`src/rtl/xr_pkg.sv`:
```
package xr_pkg;

    typedef enum logic [1:0] {
        MD_COLD = 2'd0,
        MD_CMP  = 2'd1,
        MD_TGL  = 2'd2,
        MD_RSV  = 2'd3
    } mode_e;

    typedef enum logic [1:0] {
        ST_IDLE = 2'd0,
        ST_CFG  = 2'd1,
        ST_WAIT = 2'd2,
        ST_HOLD = 2'd3
    } st_e;

    // Per-unit control bundle driven by the sequencer (bit 0 = A, bit 1 = B)
    typedef struct packed {
        logic [1:0] pwr;
        logic [1:0] en;
        logic [1:0] req;
        logic       act;
    } unit_ctl_t;

    // The reserved encoding falls back to cold standby
    function automatic mode_e dec_mode(input logic [1:0] m);
        return (m == 2'd3) ? MD_COLD : mode_e'(m);
    endfunction

endpackage

```
`src/rtl/xr_ctrl.sv`:
```
module xr_ctrl
    import xr_pkg::*;
#(
    parameter int TW = 24
) (
    input  logic          clk,
    input  logic          clr,
    input  mode_e         mode,
    input  logic          prim_fail,
    input  logic [1:0]    cfg_done,
    input  logic [TW-1:0] interval,
    input  logic [TW-1:0] timeout,
    output unit_ctl_t     ctl,
    output logic [1:0]    failed
);

    st_e           st;
    logic          act;
    logic          tgt;
    logic [TW-1:0] tmr;
    logic [TW-1:0] tmr_inc;
    logic [1:0]    pwr_v;
    logic [1:0]    en_v;
    logic [1:0]    req_v;

    // Unit under configuration: the standby one when toggling, else the active one
    assign tgt     = (mode == MD_TGL) ? ~act : act;
    assign tmr_inc = (&tmr) ? tmr : tmr + 1'b1;

    always_ff @(posedge clk) begin
        if (clr) begin
            st     <= ST_IDLE;
            act    <= 1'b0;
            tmr    <= '0;
            failed <= '0;
        end else begin
            unique case (st)
                ST_IDLE: begin
                    if (mode == MD_TGL) begin
                        st  <= ST_CFG;
                        tmr <= '0;
                    end else if (mode == MD_COLD && prim_fail) begin
                        failed[act] <= 1'b1;
                        act         <= ~act;
                        st          <= ST_CFG;
                        tmr         <= '0;
                    end
                end
                ST_CFG: begin
                    tmr <= tmr_inc;
                    if (cfg_done[tgt]) begin
                        st <= (mode == MD_TGL) ? ST_WAIT : ST_HOLD;
                    end else if (tmr >= timeout) begin
                        failed[tgt] <= 1'b1;
                        st          <= ST_HOLD;
                    end
                end
                ST_WAIT: begin
                    tmr <= tmr_inc;
                    if (tmr >= interval) begin
                        act <= ~act;
                        st  <= ST_CFG;
                        tmr <= '0;
                    end
                end
                default: ;
            endcase
        end
    end

    for (genvar u = 0; u < 2; u++) begin : g_unit
        localparam bit UB = (u != 0);
        logic is_act;
        assign is_act   = (act == UB);
        assign pwr_v[u] = !failed[u] && (mode != MD_COLD || is_act);
        assign en_v[u]  = !failed[u] &&
                          (mode == MD_CMP || (is_act && !(mode == MD_COLD && st == ST_CFG)));
        assign req_v[u] = (st == ST_CFG) && (tgt == UB);
    end

    assign ctl = '{pwr: pwr_v, en: en_v, req: req_v, act: act};

endmodule

```
`src/rtl/xr_cmp.sv`:
```
module xr_cmp #(
    parameter int DW = 12,
    parameter int CW = 8
) (
    input  logic          clk,
    input  logic          clr,
    input  logic          run_en,
    input  logic          samp_vld,
    input  logic [DW-1:0] a,
    input  logic [DW-1:0] b,
    input  logic [DW-1:0] thresh,
    input  logic [CW-1:0] limit,
    output logic          fault
);

    logic [DW-1:0] diff;
    logic [CW-1:0] run;
    logic [CW:0]   run_nx;
    logic [CW:0]   lim;

    assign diff   = (a >= b) ? a - b : b - a;
    assign lim    = (limit == '0) ? (CW+1)'(1) : {1'b0, limit};
    assign run_nx = {1'b0, run} + (CW+1)'(1);

    always_ff @(posedge clk) begin
        if (clr) begin
            run   <= '0;
            fault <= 1'b0;
        end else if (run_en && samp_vld) begin
            if (diff > thresh) begin
                if (run_nx >= lim) fault <= 1'b1;
                if (!(&run)) run <= run + 1'b1;
            end else begin
                run <= '0;
            end
        end
    end

endmodule

```
`src/rtl/xr_omux.sv`:
```
module xr_omux #(
    parameter int DW = 12
) (
    input  logic          clk,
    input  logic          rst,
    input  logic          samp_vld,
    input  logic          sel,
    input  logic          sel_en,
    input  logic [DW-1:0] a,
    input  logic [DW-1:0] b,
    output logic          out_vld,
    output logic [DW-1:0] out_data
);

    // Selection is sampled together with the strobe, so a swap lands between samples
    always_ff @(posedge clk) begin
        if (rst) begin
            out_vld  <= 1'b0;
            out_data <= '0;
        end else begin
            out_vld <= samp_vld && sel_en;
            if (samp_vld && sel_en) out_data <= sel ? b : a;
        end
    end

endmodule

```
`src/rtl/xcvr_redund_mgr.sv`:
```
module xcvr_redund_mgr
    import xr_pkg::*;
#(
    parameter int DW = 12,
    parameter int TW = 24,
    parameter int CW = 8
) (
    input  logic          clk,
    input  logic          rst,
    input  logic [1:0]    mode_sel,
    input  logic          prim_fail,
    input  logic [TW-1:0] toggle_interval,
    input  logic [TW-1:0] cfg_timeout,
    input  logic [DW-1:0] diff_thresh,
    input  logic [CW-1:0] mismatch_limit,
    input  logic [1:0]    cfg_done,
    output logic [1:0]    cfg_req,
    output logic [1:0]    unit_pwr,
    output logic [1:0]    unit_en,
    input  logic          samp_vld,
    input  logic [DW-1:0] samp_a,
    input  logic [DW-1:0] samp_b,
    output logic          out_vld,
    output logic [DW-1:0] out_data,
    output logic          active_unit,
    output logic [1:0]    unit_failed,
    output logic          fault
);

    logic [1:0] mode_q;
    mode_e      md;
    logic       mode_chg;
    logic       clr;
    unit_ctl_t  ctl;

    always_ff @(posedge clk) begin
        mode_q <= mode_sel;
    end

    assign md       = dec_mode(mode_q);
    assign mode_chg = (mode_sel != mode_q);
    assign clr      = rst || mode_chg;

    xr_ctrl #(.TW(TW)) u_ctrl (
        .clk       (clk),
        .clr       (clr),
        .mode      (md),
        .prim_fail (prim_fail),
        .cfg_done  (cfg_done),
        .interval  (toggle_interval),
        .timeout   (cfg_timeout),
        .ctl       (ctl),
        .failed    (unit_failed)
    );

    xr_cmp #(.DW(DW), .CW(CW)) u_cmp (
        .clk      (clk),
        .clr      (clr),
        .run_en   (md == MD_CMP),
        .samp_vld (samp_vld),
        .a        (samp_a),
        .b        (samp_b),
        .thresh   (diff_thresh),
        .limit    (mismatch_limit),
        .fault    (fault)
    );

    xr_omux #(.DW(DW)) u_omux (
        .clk      (clk),
        .rst      (rst),
        .samp_vld (samp_vld),
        .sel      (ctl.act),
        .sel_en   (ctl.en[ctl.act]),
        .a        (samp_a),
        .b        (samp_b),
        .out_vld  (out_vld),
        .out_data (out_data)
    );

    assign cfg_req     = ctl.req;
    assign unit_pwr    = ctl.pwr;
    assign unit_en     = ctl.en;
    assign active_unit = ctl.act;

endmodule

```
`config.mk`:
```
export PLATFORM = sky130hd
export DESIGN_NAME = xcvr_redund_mgr
export DESIGN_NICKNAME = d
export VERILOG_FILES = /design/src/rtl/xr_pkg.sv /design/src/rtl/xr_ctrl.sv /design/src/rtl/xr_cmp.sv /design/src/rtl/xr_omux.sv /design/src/rtl/xcvr_redund_mgr.sv
export SDC_FILE = /design/constraint.sdc
export NUM_CORES = 1
export LEC_CHECK = 0
export CORE_MARGIN = 4
export CORE_UTILIZATION = 45
export CTS_CLUSTER_SIZE = 20
export DETAILED_ROUTE_END_ITERATION = 10
export DONT_BUFFER_PORTS = 1
export PLACE_DENSITY = 0.71
export SYNTH_ARGS = -nofsm -noshare
export SYNTH_HDL_FRONTEND = slang
export SYNTH_SLANG_ARGS = --single-unit
```
`constraint.sdc`:
```
create_clock -name clk -period 10.25 [get_ports clk]
set_input_delay 1.025 -clock clk [delete_from_list [all_inputs] [get_ports clk]]
set_output_delay 1.025 -clock clk [all_outputs]
set_load 0.01 [all_outputs]
```
## Word level (Yosys, flattened, before mapping)

Cells that the tools add are included.
W data, S select, Z words.

| storage, ports and cells | value |
|---|---|
| flip-flop bits (word level) | 53 |
| bits of input ports | 100 |
| output and inout port bits | 23 |
| logic and storage cells | 114 |

| cells by class | value |
|---|---|
| add/sub/neg operators | 5 |
| magnitude comparators | 9 |
| eq/ne operators | 14 |
| mux-type cells | 36 |
| bitwise operators | 4 |
| reductions and logical operators | 37 |

Operator list:

| kind | count |
|---|---|
| $mux W24 | 4 |
| $pmux W24 S3 | 1 |
| $ge A24 B24 Y1 | 2 |
| $add A24 B1 Y24 const B | 1 |
| $mux W12 | 2 |
| $mux W8 | 3 |
| $reduce_and A24 Y1 | 1 |
| $sub A12 B12 Y12 | 2 |
| $mux W2 | 10 |
| $logic_and A1 B1 Y1 | 14 |
| $ge A12 B12 Y1 | 1 |
| $gt A12 B12 Y1 | 1 |
| $mux W1 | 11 |
| $add A8 B1 Y9 const B | 1 |
| $ge A9 B9 Y1 | 1 |
| $add A8 B1 Y8 const B | 1 |
| $logic_not A8 Y1 | 1 |
| $reduce_and A4 Y1 | 2 |
| $reduce_and A8 Y1 | 1 |
| $eq A2 B2 Y1 const B | 3 |
| $ne A2 B1 Y1 const B | 3 |
| $ne A2 B2 Y1 const B | 3 |
| $ne A3 B1 Y1 const B | 2 |
| $pmux W2 S3 | 1 |
| other kinds (17) | 33 |

## Depth between registers and ports, before layout

Gate-level depths: netlist of the first run.

| logic depth | value |
|---|---|
| depth after elaboration | 12 |
| gate-level depth with buffers | 20 |
| gate-level depth less buffers | 19 |

## Modules after synthesis

From an unflattened synthesis of the first run, not the netlist that was laid out.

| unflattened totals | value |
|---|---|
| cells, all modules | 713 |
| area total of the unflattened synthesis | 5791.8 µm² |

By module, submodules not included:

| module | times used | cells an instance | area each (µm²) | seq. area each (µm²) |
|---|---|---|---|---|
| xr_ctrl | 1 | 372 | 2870.3 | 580.6 |
| xr_cmp | 1 | 277 | 2204.6 | 180.2 |
| xr_omux | 1 | 56 | 626.9 | 260.2 |
| xcvr_redund_mgr | 1 | 8 | 90.1 | 40.0 |

## Least setup slack after synthesis of the first run

Ideal clock, no wire load.

| path | value |
|---|---|
| kind | input to register |
| start | input port samp_a[0] |
| end | register u_cmp.run[2] |
| setup time | 0.140 ns |
| data arrival time | 4.683 ns |
| data required time | 10.110 ns |
| setup slack | 5.427 ns |
| stages on the path | 20 |
| path buffers | 1 |
| cells stage by stage | inv_1 > ha_1 > inv_1 > fa_1 > a21o_1 > a221oi_1 > o21bai_1 > o221ai_1 > a211o_1 > buf_2 > mux2i_1 > xnor2_1 > ha_1 > a21o_1 > a21o_1 > a21oi_1 > and3b_1 > nand2_1 > a31oi_1 > o21ai_0 |

| on the way | value |
|---|---|
| cells in the longest elaborated chain, start to end | 5 |
| elaborated cells between the ends (all ways) | 8 |
| classes of those cells | 2 x add/sub; 2 x order compare; 1 x eq/ne; 2 x mux; 1 x reduce/logical |

Ends and longest elaborated chain:

| item | RTL line | source |
|---|---|---|
| start: declaration | xcvr_redund_mgr.sv:21 | `input logic [DW-1:0] samp_a,` |
| $sub A12 B12 Y12 or $ge A12 B12 Y1 (tied branches) | xr_cmp.sv:21 | `assign diff = (a >= b) ? a - b : b - a;` |
| $mux W12 (*) | xr_cmp.sv:21 |  |
| $gt A12 B12 Y1 (*) | xr_cmp.sv:30 | `if (diff > thresh) begin` |
| $ne A2 B2 Y1 (no source line) | - |  |
| $reduce_and A2 Y1 (no source line) | - |  |
| end signal: assignment | xr_cmp.sv:32 | `if (!(&run)) run <= run + 1'b1;` |
| end: declaration | xr_cmp.sv:17 | `logic [CW-1:0] run;` |

Mark *: on every way between the ends. The rest lies on a longest branch, timed or not.
A chain may end at the register's enable or synchronous reset.

## Worst setup path in the final report of the first run

| path | value |
|---|---|
| start | input port samp_a[0] |
| end | register u_cmp.run[5] |

Same word-level chain as after synthesis.

==> flow_metrics.tcl, run 1 <==
set metrics [dict create \
    synth.distinct_cells 68 \
    syn_area_per_cell_um2 7.78 \
    post-place-ws_ps 4780 \
    async_flop_share_pct 0 \
    clock-sinks 53 \
    irDropWorstVdd_mv 0.0707 \
    postSynthCellCount 713 \
    wl_per_cell_um 15.4 \
    overflow 0 \
    numCtsBuffers 5 \
    grt_pass1_wl_um 21700 \
    slew_headroom_pct 24.5 \
    powerDensity_nw_per_um2 91.9 \
    grt_pass1_vias 4682 \
    tightestPinTransition_ps 1130 \
    cts_buffer_depth 2 \
    cts_setup_buffers 0 \
    die_w_um 119 \
    hold_class "register to register" \
    clk_pin_slew_ps 70 \
    placed_area_um2 5650 \
    netlist_area_um2 5550 \
    postRouteAntennaNets 0 \
    coreArea_um2 12100 \
    yosysWarnings 0 \
    port_buffers 0 \
    ctsResizeCount 0 \
    critPathLaunchType "input port" \
    final_nets 900 \
    fin_crit_sh_pct 51.0 \
    fin_tns_setup_ps 0 \
    crit_required_ps 10400 \
    h-tree-depth 2 \
    max_freq_ghz 0.191 \
    fin_worst_skew_ps 5.95 \
    status "completed" \
    synth_top_area_share_pct 22.1 \
    synth_edf_count 0 \
    synthFlopType "dfxtp_1" \
    rows 40 \
    hold-worst-slack_ps 493 \
    routed_wl_um 13400 \
    initial_core_util_pct 46.0 \
    clock-root-buffer "clkbuf_16" \
    place_inst 861 \
    drc 0 \
    arrival_ps 5370 \
    synth_seq_cells 53 \
    end_kind "register" \
    dieHeight_um 119 \
    cp_max_fo 11 \
    design_area_um2 5800 \
    post-dp-hpwl_um 11200 \
    crit_type "input port to register" \
    gp_congestion 0.933 \
    dieArea_um2 14200 \
    grtUsageTotal_pct 18.4 \
    drtIter0Drc 257 \
    antennaDiodeCount 0 \
    drive_gt1_share_pct 3.99 \
    syn_to_final_growth_pct 4.44 \
    yosysTopAreaCell "ha_1" \
    instances_no_fill 869 \
    finalHoldViolations 0 \
    viasPerCell 5.64 \
    drtPass1Iterations 5 \
    num_vias 4903 \
    rsz0062_at_grt "no" \
    cts_tree "built" \
    fin_ws_ps 5030 \
    grt_max_degree 41 \
    p_leak_uw 0.00289 \
    seq_area_frac_synth_pct 19.1 \
    drv_slew 0 \
    syn-num-nets 913 \
    clkLatencyLatePin_ps 290 \
    synthTopCellsByArea "ha_1 (22%), dfxtp_1 (19%), inv_1 (7.5%)" \
    max-cap-violations 0 \
    ios 123 \
    hold_buffers 0 \
    period_minus_slack_ps 5220 \
    setup_viol 0 \
    grt_antenna_before_repair 0 \
]
-- stage by stage --
step           util (%)  total power [µW]
6_report           48.1               533
5_1_grt            48.1               568
4_1_cts            48.1               538
3_5_place_dp       46.9               372
3_3_place_gp       46.9               368
2_1_floorplan         -               340
-- report_power, final --
part,internal [µW],total [µW],switching (µW)
Sequential,212,218,6.73
Combinational,64.8,149,84.4
Clock,89.7,165,75.6
Total,366,533,167
-- cells by family (layout without fill, tap and decap cells) --
family / after synthesis / count (layout) / share of synthesized area [%]
AOI/OAI and AO/OA: 190 / 190 / 22.4
buffers and inverters: 133 / 121 / 9.78
adders and majority gates: 100 / 100 / 22.8
muxes: 25 / 25 / 4.55
and+or+nand+nor: 189 / 189 / 17.7
DFF: 53 / 53 / 19.1
xor gates and xnor gates: 23 / 23 / 3.63
-- Yosys cell counts, types with 4 or more instances --
cell / count
inv_1: 111
ha_1: 98
a21oi_1: 57
dfxtp_1: 53
nand2_1: 45
nor2_1: 35
o21ai_0: 25
mux2i_1: 23
a21o_1: 20
nand3_1: 20
a31oi_1: 17
a211oi_1: 16
nor3_1: 16
and3_1: 14
clkbuf_1: 13
nand4_1: 12
nor2b_1: 12
xor2_1: 12
xnor2_1: 11
o21a_1: 9
a41oi_1: 6
and2_1: 6
o22ai_1: 6
buf_2: 4
nor4_1: 4
or3_1: 4
-- worst paths after layout --
check	start	to	slack, ps	cells after the start
setup / recovery	samp_a[0]	u_cmp.run[5]	5030	19
hold / removal	u_cmp.run[4]	u_cmp.run[4]	490	2
setup reg to reg	u_ctrl.tmr[4]	u_ctrl.tmr[18]	6610	8
hold reg to reg	u_cmp.run[4]	u_cmp.run[4]	490	2
-- layout make-up --
| class | count | area (µm²) |
|---|---|---|
| clock inverter | 3 | 17.5 |
| tap | 168 | 210 |
| timing repair buffer | 2 | 15.0 |
| sequential | 53 | 1060 |
| inverter | 111 | 417 |
| fill | 1185 | 6260 |
| multi-input combinational | 527 | 3950 |
| clock buffer | 5 | 125 |
-- state kept, by name (all words and copies together), names as in the netlist --
register         flops
u_cmp.run            8
u_ctrl.st            2
u_omux.out_data     12
mode_q               2
u_ctrl.failed        2
u_cmp.fault          1
u_ctrl.act           1
u_omux.out_vld       1
u_ctrl.tmr          24
-- metal layers --
layer | GRT usage, % | wire [µm] | up-vias
li1 | - | - | 2509
met1 | 21.7 | 5730 | 2242
met2 | 32.3 | 6360 | 137
met3 | 5.32 | 1040 | 15
met4 | 5.58 | 273 | 0
met5 | 0 | 0 | -
-- worst max-delay path: stages --
cell      delay (ps)
inv_1             40
ha_1             160
inv_1             50
fa_1             370
a21o_1           180
a221oi_1         360
o21bai_1         150
o221ai_1         210
a211o_1          560
mux2i_1          280
xnor2_1          140
ha_1             260
a21o_1           190
a21o_1           170
a21oi_1          210
and3b_1          210
nand2_1           60
a31oi_1          530
o22ai_1          180
-- cell usage in the layout (no fill, tap or decap), types with 5 or more instances in the layout --
cell / count
nor3_1: 15
o22ai_1: 6
a41oi_1: 6
a31oi_1: 17
nor2b_1: 12
nand3_1: 20
o21ai_0: 25
and2_1: 6
a21o_1: 20
dfxtp_1: 53
o21a_1: 9
xor2_1: 12
clkbuf_16: 5
ha_1: 98
nor2_1: 35
nand4_1: 12
nand2_1: 45
xnor2_1: 11
inv_1: 111
a21oi_1: 57
mux2i_1: 23
a211oi_1: 16
and3_1: 14
Power figures use the tool's default switching activity.
==> run 2: changes to the inputs <==
--- a/config.mk
+++ b/config.mk
@@ -5,6 +5,7 @@
 export SDC_FILE = /design/constraint.sdc
 export NUM_CORES = 1
 export LEC_CHECK = 0
+export ABC_AREA = 1
 export CORE_MARGIN = 4
 export CORE_UTILIZATION = 45
 export CTS_CLUSTER_SIZE = 20
==> constraint.sdc (replaced) <==
create_clock -name clk -period 5.3 [get_ports clk]
set_input_delay 0.53 -clock clk [delete_from_list [all_inputs] [get_ports clk]]
set_output_delay 0.53 -clock clk [all_outputs]
set_load 0.01 [all_outputs]
==> flow_metrics.tcl, run 2 <==
set metrics [dict create \
    synthFlopType "dfxtp_1" \
    ctsResizeCount 0 \
    regMostFlops "u_ctrl.tmr" \
    fin_util_pct 47.6 \
    critPathLaunchType "input port" \
    synth_top_area_share_pct 19.3 \
    max-cap-violations 0 \
    grt_pass1_wl_um 26400 \
    synth_edf_count 0 \
    fin_tns_setup_ps 0 \
    dieHeight_um 127 \
    coreArea_um2 13800 \
    port_buffers 0 \
    crit_buf_inv 4 \
    grt_pass1_vias 5715 \
    drtIter0Drc 370 \
    antennaDiodeCount 0 \
    path_depth 22 \
    fillers 1476 \
    hold_buffers 0 \
    cts_setup_buffers 0 \
    wl_per_cell_um 13.1 \
    setup_viol 0 \
    drc 0 \
    grt_antenna_before_repair 0 \
    dieArea_um2 16100 \
    timing.rr.start "u_ctrl.tmr[0]" \
    largest_reg_flops 24 \
    fin_crit_sh_pct 72.3 \
    postRouteAntennaNets 0 \
    synthTopCellsByArea "ha_1 (19%), dfxtp_1 (17%), nand2_1 (16%)" \
    seq_area_frac_synth_pct 16.7 \
    cpPeakStageDelay_ps 450 \
    yosysTopAreaCell "ha_1" \
    clock-root-buffer "clkbuf_16" \
    gp_congestion 0.959 \
    crit_required_ps 5510 \
    rows 43 \
    grtUsageTotal_pct 19.5 \
    synth_common_cells "nand2_1 (263), inv_1 (192), a21oi_1 (110), ha_1 (98), nor2_1 (83)" \
    numCtsBuffers 5 \
    startpoint "samp_a[0]" \
    period_minus_slack_ps 3830 \
    synth.distinct_cells 41 \
    syn-num-nets 1230 \
    hp-start "mode_sel[1]" \
    postSynthCellCount 1030 \
    irDropWorstVdd_mv 0.140 \
    p_leak_uw 0.00350 \
    syn_area_per_cell_um2 6.16 \
    power_uw 1100 \
    viasPerCell 5.07 \
    slowest_stage "nor2_1" \
    min_path_cells 0 \
    post-dp-hpwl_um 13000 \
    yosysWarnings 0 \
    drive_gt1_share_pct 3.35 \
    reg2reg_depth 13 \
    async_flop_share_pct 0 \
    powerDensity_nw_per_um2 167 \
    die_w_um 127 \
    syn_to_final_growth_pct 3.69 \
    end_kind "register" \
    cpMostUsedCell "nand2_1" \
    final_cell_mix "nand2_1 (263), inv_1 (192), a21oi_1 (110)" \
    finalHoldViolations 0 \
    routed_wl_um 15600 \
    synth_seq_cells 53 \
    fin_ws_ps 1470 \
    initial_core_util_pct 45.9 \
    synth_most_common_cell "nand2_1" \
    crit_type "input port to register" \
    drtPass1Iterations 5 \
    status "completed" \
    drv_slew 0 \
    ios 123 \
    hold_class "input port to register" \
    num_vias 6059 \
    rsz0062_at_grt "no" \
    post-place-ws_ps 1200 \
    cp_max_fo 12 \
    arrival_ps 4050 \
    reg.largest.list "u_ctrl.tmr x24, u_omux.out_data x12, u_cmp.run x8" \
    clock-sinks 53 \
    overflow 0 \
    netlist_area_um2 6350 \
    cts_buffer_depth 2 \
    cts_tree "built" \
    h-tree-depth 2 \
    max_freq_ghz 0.261 \
    slew_headroom_pct 27.8 \
    crit_family "simple AND/OR/NAND/NOR gates" \
    crit_chain "inv_1, ha_1, inv_1, fa_1, nand2_1, nand2_1, nand3_1, nand2_1, nor2_1, inv_1, nand2_1, nand2_1, inv_1, ha_1, nand4_1, nor3_1, nand2_1, nand3_1, nand3_1, nor2_1, nand2_1, a21oi_1" \
    clk_pin_slew_ps 70 \
    final_nets 1213 \
    fin_worst_skew_ps 5.58 \
    tightestPinTransition_ps 1080 \
    clkLatencyLatePin_ps 300 \
    grt_max_degree 34 \
    final_common_cell "nand2_1" \
]
-- run 2: final cells by class --
| type | count | area, µm² | area share (%) |
|---|---|---|---|
| clock buffers | 5 | 125 | 1.90 |
| clock inverters | 3 | 21.3 | 0.323 |
| inverters | 196 | 736 | 11.2 |
| multi-input cells | 755 | 4400 | 66.8 |
| flip-flops and latches | 53 | 1060 | 16.1 |
| well taps | 180 | 225 | 3.42 |
| repair buffers | 2 | 15.0 | 0.228 |
-- run 2: through the flow --
| step | std cells | hold WS [ps] | area (µm²) |
|---|---|---|---|
| 2_1_floorplan | 1030 | 445 | 6350 |
| 3_5_place_dp | 1186 | 461 | 6430 |
| 6_report | 1194 | 254 | 6580 |
| 5_1_grt | 1194 | 238 | 6580 |
| 3_3_place_gp | 1186 | 453 | 6430 |
| 4_1_cts | 1194 | 246 | 6580 |
-- run 2: cells by family after synthesis --
| logic type | after synthesis | synth area share (%) |
|---|---|---|
| adders and majority gates | 100 | 19.9 |
| xor gates and xnor gates | 35 | 4.83 |
| AOI/OAI and AO/OA | 165 | 13.8 |
| DFF | 53 | 16.7 |
| buffers and inverters | 222 | 14.0 |
| and+or+nand+nor | 455 | 30.7 |
-- run 2: power breakdown --
part / switching (µW) / leakage (µW) / internal (µW)
clock network: 157 / 0.0000702 / 176
registers: 15.9 / 0.000431 / 411
logic: 219 / 0.00300 / 121
total: 392 / 0.00350 / 708
-- run 2: metal layers --
layer / routed length, µm / vias to the layer above / part of all wire, % / track usage, %
met5: 0 / - / 0 / 0
met4: 310 / 0 / 2.0 / 4.61
met3: 996 / 25 / 6.4 / 4.38
met2: 6590 / 147 / 42 / 30.6
met1: 7680 / 2641 / 49 / 27.1
li1: - / 3246 / - / -
-- run 2: path summary, 6_finish.rpt --
path | slack [ps] | to
setup / recovery | 1470 | u_cmp.run[4]
hold / removal | 250 | mode_q[1]
hold reg to reg | 470 | u_cmp.run[7]
setup reg to reg | 2740 | u_ctrl.tmr[23]
